==> src/rtl/updt_pkg.sv <==
package updt_pkg;
    localparam int CNT_W    = 8;
    localparam int ADDR_W   = 2;
    localparam int CODE_W   = 3;
    localparam int NUM_TAPS = 6;
    localparam int PRE_W    = 13;
    localparam int SUB_DIV_W = 2;

    localparam logic [ADDR_W-1:0] A_MODE  = 2'd0;
    localparam logic [ADDR_W-1:0] A_COUNT = 2'd1;
    localparam logic [ADDR_W-1:0] A_FLAG  = 2'd2;

    typedef struct packed {
        logic              reload_en;
        logic [1:0]        dir;
        logic [CODE_W-1:0] clk_code;
    } mode_t;

    // prescaler bit count behind each tap: code 0 is the slowest
    function automatic int tap_shift(input int idx);
        case (idx)
            0:       return 13;
            1:       return 11;
            2:       return 9;
            3:       return 6;
            4:       return 4;
            default: return 2;
        endcase
    endfunction
endpackage

==> src/rtl/updt_prescale.sv <==
module updt_prescale
    import updt_pkg::*;
(
    input  logic                clk,
    input  logic                rst_n,
    input  logic                sub_tick,
    output logic [NUM_TAPS-1:0] tap_tick,
    output logic                sub_step
);
    typedef struct packed {
        logic [PRE_W-1:0]     pre;
        logic [SUB_DIV_W-1:0] sub;
    } pre_st_t;

    pre_st_t st_d, st_q;

    for (genvar g = 0; g < NUM_TAPS; g++) begin : g_tap
        localparam int SH = tap_shift(g);
        assign tap_tick[g] = &st_q.pre[SH-1:0];
    end

    assign sub_step = sub_tick && (&st_q.sub);

    always_comb begin
        st_d     = st_q;
        st_d.pre = st_q.pre + 1'b1;
        if (sub_tick) st_d.sub = st_q.sub + 1'b1;
    end

    always_ff @(posedge clk or negedge rst_n) begin
        if (!rst_n) st_q <= '0;
        else        st_q <= st_d;
    end
endmodule

==> src/rtl/updt_evt_edge.sv <==
module updt_evt_edge (
    input  logic clk,
    input  logic rst_n,
    input  logic evt_in,
    input  logic evt_rise,
    output logic evt_step
);
    typedef struct packed {
        logic meta;
        logic sync;
        logic prev;
    } ev_st_t;

    ev_st_t st_d, st_q;

    always_comb begin
        st_d      = st_q;
        st_d.meta = evt_in;
        st_d.sync = st_q.meta;
        st_d.prev = st_q.sync;
        evt_step  = evt_rise ? (st_q.sync && !st_q.prev)
                             : (!st_q.sync && st_q.prev);
    end

    always_ff @(posedge clk or negedge rst_n) begin
        if (!rst_n) st_q <= '0;
        else        st_q <= st_d;
    end
endmodule

==> src/rtl/updt_core.sv <==
module updt_core
    import updt_pkg::*;
(
    input  logic             clk,
    input  logic             rst_n,
    input  logic             step,
    input  logic             count_up,
    input  logic             reload_en,
    input  logic             load_wr,
    input  logic [CNT_W-1:0] load_val,
    input  logic             flag_clr,
    output logic [CNT_W-1:0] count,
    output logic             flag
);
    localparam logic [CNT_W-1:0] TOP = '1;

    typedef struct packed {
        logic [CNT_W-1:0] cnt;
        logic [CNT_W-1:0] rld;
        logic             flag;
    } core_st_t;

    core_st_t st_d, st_q;

    always_comb begin
        st_d = st_q;
        if (flag_clr) st_d.flag = 1'b0;
        if (load_wr) begin
            st_d.rld = load_val;
            st_d.cnt = load_val;
        end else if (step) begin
            if (count_up) begin
                if (st_q.cnt == TOP) begin
                    st_d.cnt  = reload_en ? st_q.rld : '0;
                    st_d.flag = 1'b1;
                end else begin
                    st_d.cnt = st_q.cnt + 1'b1;
                end
            end else begin
                if (st_q.cnt == '0) begin
                    st_d.cnt  = reload_en ? st_q.rld : TOP;
                    st_d.flag = 1'b1;
                end else begin
                    st_d.cnt = st_q.cnt - 1'b1;
                end
            end
        end
    end

    always_ff @(posedge clk or negedge rst_n) begin
        if (!rst_n) st_q <= '0;
        else        st_q <= st_d;
    end

    assign count = st_q.cnt;
    assign flag  = st_q.flag;
endmodule

==> src/rtl/updown_timer.sv <==
module updown_timer
    import updt_pkg::*;
(
    input  logic              clk,
    input  logic              rst_n,
    input  logic [ADDR_W-1:0] bus_addr,
    input  logic              bus_wr,
    input  logic [CNT_W-1:0]  bus_wdata,
    output logic [CNT_W-1:0]  bus_rdata,
    input  logic              sub_tick,
    input  logic              evt_in,
    input  logic              evt_rise,
    input  logic              dir_up,
    output logic              irq_flag
);
    localparam int SRC_N = 2 ** CODE_W;

    mode_t mode_d, mode_q;
    logic [NUM_TAPS-1:0] tap_tick;
    logic                sub_step;
    logic                evt_step;
    logic [SRC_N-1:0]    src_vec;
    logic                step;
    logic                count_up;
    logic                load_wr;
    logic                flag_clr;
    logic [CNT_W-1:0]    count_now;

    updt_prescale u_pre (
        .clk      (clk),
        .rst_n    (rst_n),
        .sub_tick (sub_tick),
        .tap_tick (tap_tick),
        .sub_step (sub_step)
    );

    updt_evt_edge u_evt (
        .clk      (clk),
        .rst_n    (rst_n),
        .evt_in   (evt_in),
        .evt_rise (evt_rise),
        .evt_step (evt_step)
    );

    always_comb begin
        mode_d = mode_q;
        if (bus_wr && bus_addr == A_MODE) begin
            mode_d.reload_en = bus_wdata[7];
            mode_d.dir       = bus_wdata[6:5];
            mode_d.clk_code  = bus_wdata[CODE_W-1:0];
        end
        load_wr  = bus_wr && (bus_addr == A_COUNT);
        flag_clr = bus_wr && (bus_addr == A_FLAG) && !bus_wdata[0];
        src_vec  = {evt_step, sub_step, tap_tick};
        step     = src_vec[mode_q.clk_code];
        case (mode_q.dir)
            2'b01:   count_up = 1'b0;
            2'b11:   count_up = dir_up;
            default: count_up = 1'b1;
        endcase
    end

    always_ff @(posedge clk or negedge rst_n) begin
        if (!rst_n) mode_q <= '0;
        else        mode_q <= mode_d;
    end

    updt_core u_core (
        .clk       (clk),
        .rst_n     (rst_n),
        .step      (step),
        .count_up  (count_up),
        .reload_en (mode_q.reload_en),
        .load_wr   (load_wr),
        .load_val  (bus_wdata),
        .flag_clr  (flag_clr),
        .count     (count_now),
        .flag      (irq_flag)
    );

    always_comb begin
        case (bus_addr)
            A_MODE:  bus_rdata = {mode_q.reload_en, mode_q.dir, 2'b11, mode_q.clk_code};
            A_COUNT: bus_rdata = count_now;
            A_FLAG:  bus_rdata = {{(CNT_W-1){1'b0}}, irq_flag};
            default: bus_rdata = '0;
        endcase
    end
endmodule

==> config.mk <==
export PLATFORM = sky130hd
export DESIGN_NAME = updown_timer
export DESIGN_NICKNAME = d
export VERILOG_FILES = /design/src/rtl/updt_pkg.sv /design/src/rtl/updt_prescale.sv /design/src/rtl/updt_evt_edge.sv /design/src/rtl/updt_core.sv /design/src/rtl/updown_timer.sv
export SDC_FILE = /design/constraint.sdc
export NUM_CORES = 1
export LEC_CHECK = 0
export BUFFER_PORTS_ARGS = -buffer_cell sky130_fd_sc_hd__buf_2
export CORE_MARGIN = 2
export CORE_UTILIZATION = 55
export DETAILED_ROUTE_END_ITERATION = 8
export GPL_ROUTABILITY_DRIVEN = 0
export PLACE_DENSITY = 0.84
export SYNTH_ARGS = -nofsm -noshare
export SYNTH_HDL_FRONTEND = slang
export SYNTH_SLANG_ARGS = --single-unit
==> constraint.sdc <==
create_clock -name clk -period 2.9 [get_ports clk]
set_input_delay 0.29 -clock clk [delete_from_list [all_inputs] [get_ports clk]]
set_output_delay 0.29 -clock clk [all_outputs]
set_load 0.01 [all_outputs]
; ---- Word-level counts from Yosys, hierarchy flattened
; Index checks and enable logic that the tools add are counted.
; Widths: inputs -> output; s select.
[word_totals]
out_inout_bits = 9
inputBits = 17
regBits = 41
word_cells = 59
[classes]
n_mux = 18
n_addsub = 4
n_reduce_logical = 20
magnitude_cmp = 1
eq_ne = 5
[ops]
columns = operator, count
row1 = $mux 8, 7
row2 = $pmux 8 s3, 1
row3 = $add 13x1->13 const B, 1
row4 = $reduce_and 13->1, 1
row5 = $reduce_and 11->1, 1
row6 = $reduce_and 9->1, 1
row7 = $add 8x1->8 const B, 1
row8 = $eq 8x8->1 const B, 1
row9 = $logic_not 8->1, 1
row10 = $mux 1, 8
row11 = $sub 8x1->8 const B, 1
row12 = $logic_and 1x1->1, 7
row13 = $reduce_and 6->1, 1
row14 = $eq 2x1->1 const B, 2
row15 = $eq 2x2->1 const B, 2
row16 = $lt 3x4->1 const B, 1
row17 = $reduce_and 2->1, 2
row18 = $reduce_and 4->1, 1
row19 = $bmux 1 s3, 1
row20 = $logic_not 1->1, 3
row21 = $add 2x1->2 const B, 1
row22 = $logic_not 2->1, 1
row23 = $pmux 1 s2, 1
row24 = $reduce_bool 2->1, 1

; ---- Depth between registers and ports, before layout
[logic_depth]
word_depth = 8
mapped_depth = 11
depth_no_buf = 11

; ---- Hierarchy
; From an unflattened synthesis, not the netlist that was laid out.
[unflattened]
hier_cells = 266
area_unflattened_um2 = 2620.0
[modules_own_cells]
columns = module, n_inst, area_per_inst_um2, seq_area_each_um2, cells_per_inst
row1 = updt_core, 1, 1401.3, 425.4, 168
row2 = updt_prescale, 1, 683.2, 375.4, 53
row3 = updown_timer, 1, 437.9, 150.1, 39
row4 = updt_evt_edge, 1, 97.6, 75.1, 6

; ---- Worst setup path after synthesis
; No wires, ideal clock.
[synth_path]
kind = reg-to-reg
start = register u_pre.st_q[2] in the netlist's numbering
end = register u_core.st_q (netlist bit u_core.count[2])
synth_period_minus_slack_ns = 2.286
path_stages_with_launch = 12
required_time_ns = 2.763
arrival_ns = 2.149
path_slack_ns = 0.614
setup_time_ns = 0.137
path_buffers = 0
path_cell_list = dfrtp_1 -> ha_1 -> nand3_1 -> or2_2 -> nor2_1 -> ha_1 -> a21oi_1 -> a21oi_1 -> o21ai_0 -> and2_1 -> a2111oi_0 -> nor3_1
[synth_via]
elab_chain_len = 4
elab_cells_between_ends = 9
cone_classes = mux: 2 / reduce/logical: 7
[synth_lines]
columns = item, line_no
row1 = from (decl), updt_prescale.sv:15  ; pre_st_t st_d, st_q;
row2 = from (signal assigned), updt_prescale.sv:32  ; else st_q <= st_d;
row3 = $reduce_and 13->1 (tied with other cells), updt_prescale.sv:19  ; assign tap_tick[g] = &st_q.pre[SH-1:0];
row4 = $bmux 1 s3 *, updown_timer.sv:55  ; step = src_vec[mode_q.clk_code];
row5 = $mux 1 (implied by the code) *, updown_timer.sv:55
row6 = $reduce_bool 2->1 (no source line) *, -
row7 = to (signal assigned), updt_core.sv:52  ; else st_q <= st_d;
row8 = to (decl), updt_core.sv:23  ; core_st_t st_d, st_q;
; Every way passes the cells marked *; elsewhere a longest branch is shown, timed or not. The select of a mux whose other input is x is not followed.
; A chain may end at the register's enable or synchronous reset.

; ---- Worst setup path after layout
; Ends and elaborated chain as after synthesis.

==> out/qor.txt <==
Outcome -> complete, no violations
Global Route Usage Sum -> 0.249
Drt first pass iters -> 6
Synthesized flop and latch total -> 41
DRT iter0 DRCs -> 300
Power density cells -> 759 mW/mm²
DR WL/cell -> 17.1 µm
Io pins -> 26
Mapped Avg Cell Area -> 9.09 µm²
Post-route ant nets -> 0
Total overflow reported by the global router -> 0
Worst-path clk slew -> 0.09 ns
Largest net degree at the start of global routing -> 42
Warning count from the yosys run -> 0
GRT busiest layer -> met2
Post-layout nets -> 316
Slew at the pin closest to its max-slew limit -> 0.916 ns
Detailed Place HPWL -> 4.12 mm
Number of synthesized flops with an enable pin -> 0
# H-tree levels -> 2
First-pass GRT wire length -> 9.97 mm
Vias in the first global route -> 2,101
Worst skew pair latency -> 0.30 ns
Root Buffer -> clkbuf_8
Main synth FF type -> dfrtp_1
Synthesized area -> 0.00250 mm²
Worst vdd ir -> 0.000390 V
Fmax -> 383 MHz
Seq/Total Area, Yosys -> 0.411
Initial antenna violation count -> 0
Crit path max fanout -> 4
Tcrit/Tclk final -> 0.901
Count of final setup violators -> 0
Die height -> 71.4 µm
Core Footprint -> 0.00435 mm²
Post-CTS Repair Setup Buffers -> 0
# Max-Cap Violations -> 0
WS Path Type -> reg2reg
Vias -> 2,210
Crit-path cells -> ha_1 -> nand3_1 -> or2_2 -> nor2_1 -> ha_1 -> a21oi_1 -> a21oi_1 -> o21ai_0 -> and2_1 -> a2111oi_0 -> nor3_1
Buf+Inv Stages, Crit Path -> 0
Die footprint -> 0.00510 mm²
CTS Buf Count -> 5
Arrival time worst endpoint -> 2.80 ns
Fraction of registers with async set/reset -> 1.00
Clock skew -> 0.0144 ns
Port Buf Inserts -> 25
Met3 Use GR -> 0.0380
Synthesized Nets -> 298
Worst setup EP type -> flip-flop
Critical Path Max Stage Delay -> 0.38 ns
Post-Route WL -> 5.90 mm
Hold_ws -> 0.0905 ns
Vias per cell -> 6.39
CTS tree -> done
N_diodes -> 0
Rows -> 24
Area grow syn2layout -> 9.31%
Hold Path Class -> in2reg
Startpoint types -> flip-flop
DRC -> 0
Mapped Cells -> 275
Bufs on Longest Clock Path -> 2
Worst slew margin -> 0.389
Starting Density -> 0.574
Unique masters post-synth -> 51
Min Tclk post-route -> 2.61 ns
Fin. Hold Viols -> 0
Met2 GRT Util -> 0.372
Leakage -> 1.20 nW
CP top delay family -> simple AND/OR/NAND/NOR gates
Max-slew violations -> 0
Layout cells sized above 1 -> 0.180
Critical-path top delay cell -> dfrtp_1
RSZ-0062 raised after global routing -> no
Clk sinks -> 41
Die span in x -> 71.4 µm
Setup TNS Final -> 0 ns
Met1 Usage GRT -> 0.357
CP required -> 3.08 ns
==> synthesized netlist by cell type (all sizes together), types with 2 or more instances <==
cell / count / area [µm²]
nor4: 2 / 12.5
dfrtp: 41 / 1030
nand2: 40 / 150
buf: 3 / 27.5
ha: 6 / 75.1
a21oi: 11 / 55.1
or2: 2 / 12.5
clkbuf: 15 / 56.3
a2111oi: 3 / 38.8
o211ai: 4 / 30.0
mux2: 7 / 78.8
and3: 2 / 12.5
mux2i: 12 / 120
nand3: 13 / 65.1
nor3: 7 / 46.3
xor2: 4 / 35.0
nand2b: 2 / 12.5
o2111ai: 3 / 26.3
inv: 10 / 37.5
a31oi: 5 / 31.3
nand3b: 4 / 30.0
a22oi: 2 / 15.0
xnor2: 13 / 114
or3: 2 / 12.5
a211oi: 3 / 22.5
o21ai: 14 / 70.1
and2: 3 / 18.8
nand4: 6 / 37.5
nor2: 19 / 73.8
==> sequential cells by signal, indices dropped and copies added (netlist names) <==
name	flops
u_pre.st_q	15
u_core.count	8
u_core.st_q	8
mode_q	6
u_evt.st_d	2
u_core.flag	1
u_evt.st_q	1
==> report_power, final <==
| group | internal (W) | switching, W | total (W) |
|---|---|---|---|
| Sequential | 0.000676 | 0.000210 | 0.000886 |
| Combinational | 0.000363 | 0.000431 | 0.000794 |
| Clock | 0.000175 | 0.000218 | 0.000393 |
| Total | 0.00121 | 0.000858 | 0.00207 |
==> routing by layer <==
| metal | up-vias | share of wire |
|---|---|---|
| li1 | 1013 | - |
| met1 | 1057 | 0.42 |
| met2 | 120 | 0.46 |
| met3 | 20 | 0.084 |
| met4 | 0 | 0.030 |
| met5 | - | 0 |
==> placed cells by master, fill, tap and decap left out, types with 5 or more instances in the layout <==
| cell | Yosys | routed |
|---|---|---|
| nor3_1 | 6 | 6 |
| nand3_1 | 13 | 13 |
| mux2_2 | 7 | 7 |
| xnor2_1 | 13 | 13 |
| nand2_1 | 40 | 39 |
| ha_1 | 6 | 6 |
| mux2i_1 | 12 | 12 |
| o21ai_1 | 6 | 6 |
| o21ai_0 | 8 | 8 |
| buf_2 | 1 | 25 |
| a31oi_1 | 5 | 5 |
| nor2_1 | 18 | 18 |
| a21oi_1 | 11 | 11 |
| dfrtp_1 | 41 | 41 |
| inv_1 | 10 | 10 |
| clkbuf_8 | 0 | 5 |
| nand4_1 | 6 | 6 |
==> cell families (layout without fill, tap and decap cells) <==
logic type | Yosys count | after routing | synth area share
flip-flops | 41 | 41 | 0.411
adder cells (fa/ha/maj) | 6 | 6 | 0.0300
AO/OA/AOI/OAI | 53 | 53 | 0.144
XOR/XNOR | 17 | 17 | 0.0596
multiplexers | 19 | 19 | 0.0796
buffers and inverters | 28 | 47 | 0.0486
AND/OR/NAND/NOR | 111 | 111 | 0.228
==> per-stage QoR <==
step / instances / instance area, µm² / total power (W) / util / setup WS [ns]
2_1_floorplan: 275 / 2500 / 0.00149 / - / 0.614
3_3_place_gp: 338 / 2640 / 0.00164 / 0.605 / 0.480
3_5_place_dp: 338 / 2640 / 0.00166 / 0.605 / 0.373
4_1_cts: 346 / 2730 / 0.00206 / 0.627 / 0.350
5_1_grt: 346 / 2730 / 0.00221 / 0.627 / 0.0447
6_report: 346 / 2730 / 0.00207 / 0.627 / 0.286
==> repair_timing <==
action | in CTS | in global routing
resized for setup | 0 | 1
endpoints found under the hold margin | 0 | 0
hold buffers | 0 | 0
endpoints found under the setup margin | 0 | 1
==> area by class of cell <==
type	count	area, µm²
fill	351	1620
multi-input combinational	206	1350
sequential	41	1030
timing repair buffer	29	155
inverter	10	37.5
clock buffer	5	68.8
tap	52	65.1
clock inverter	3	25.0
==> path summary, 6_finish.rpt <==
path / startpoint / to / slack, ns / cells after the start
setup reg to reg: u_pre.st_q[2] / u_core.count[2] / 0.29 / 11
max in group asynchronous: rst_n / mode_q[1] / 2.21 / 1
hold / removal: evt_in / u_evt.st_d[1] / 0.09 / 1
min in group asynchronous: rst_n / u_core.count[5] / 0.12 / 1
setup / recovery: u_pre.st_q[2] / u_core.count[2] / 0.29 / 11
hold reg to reg: u_evt.st_d[1] / u_evt.st_d[0] / 0.36 / 0
Power figures use the tool's default switching activity.
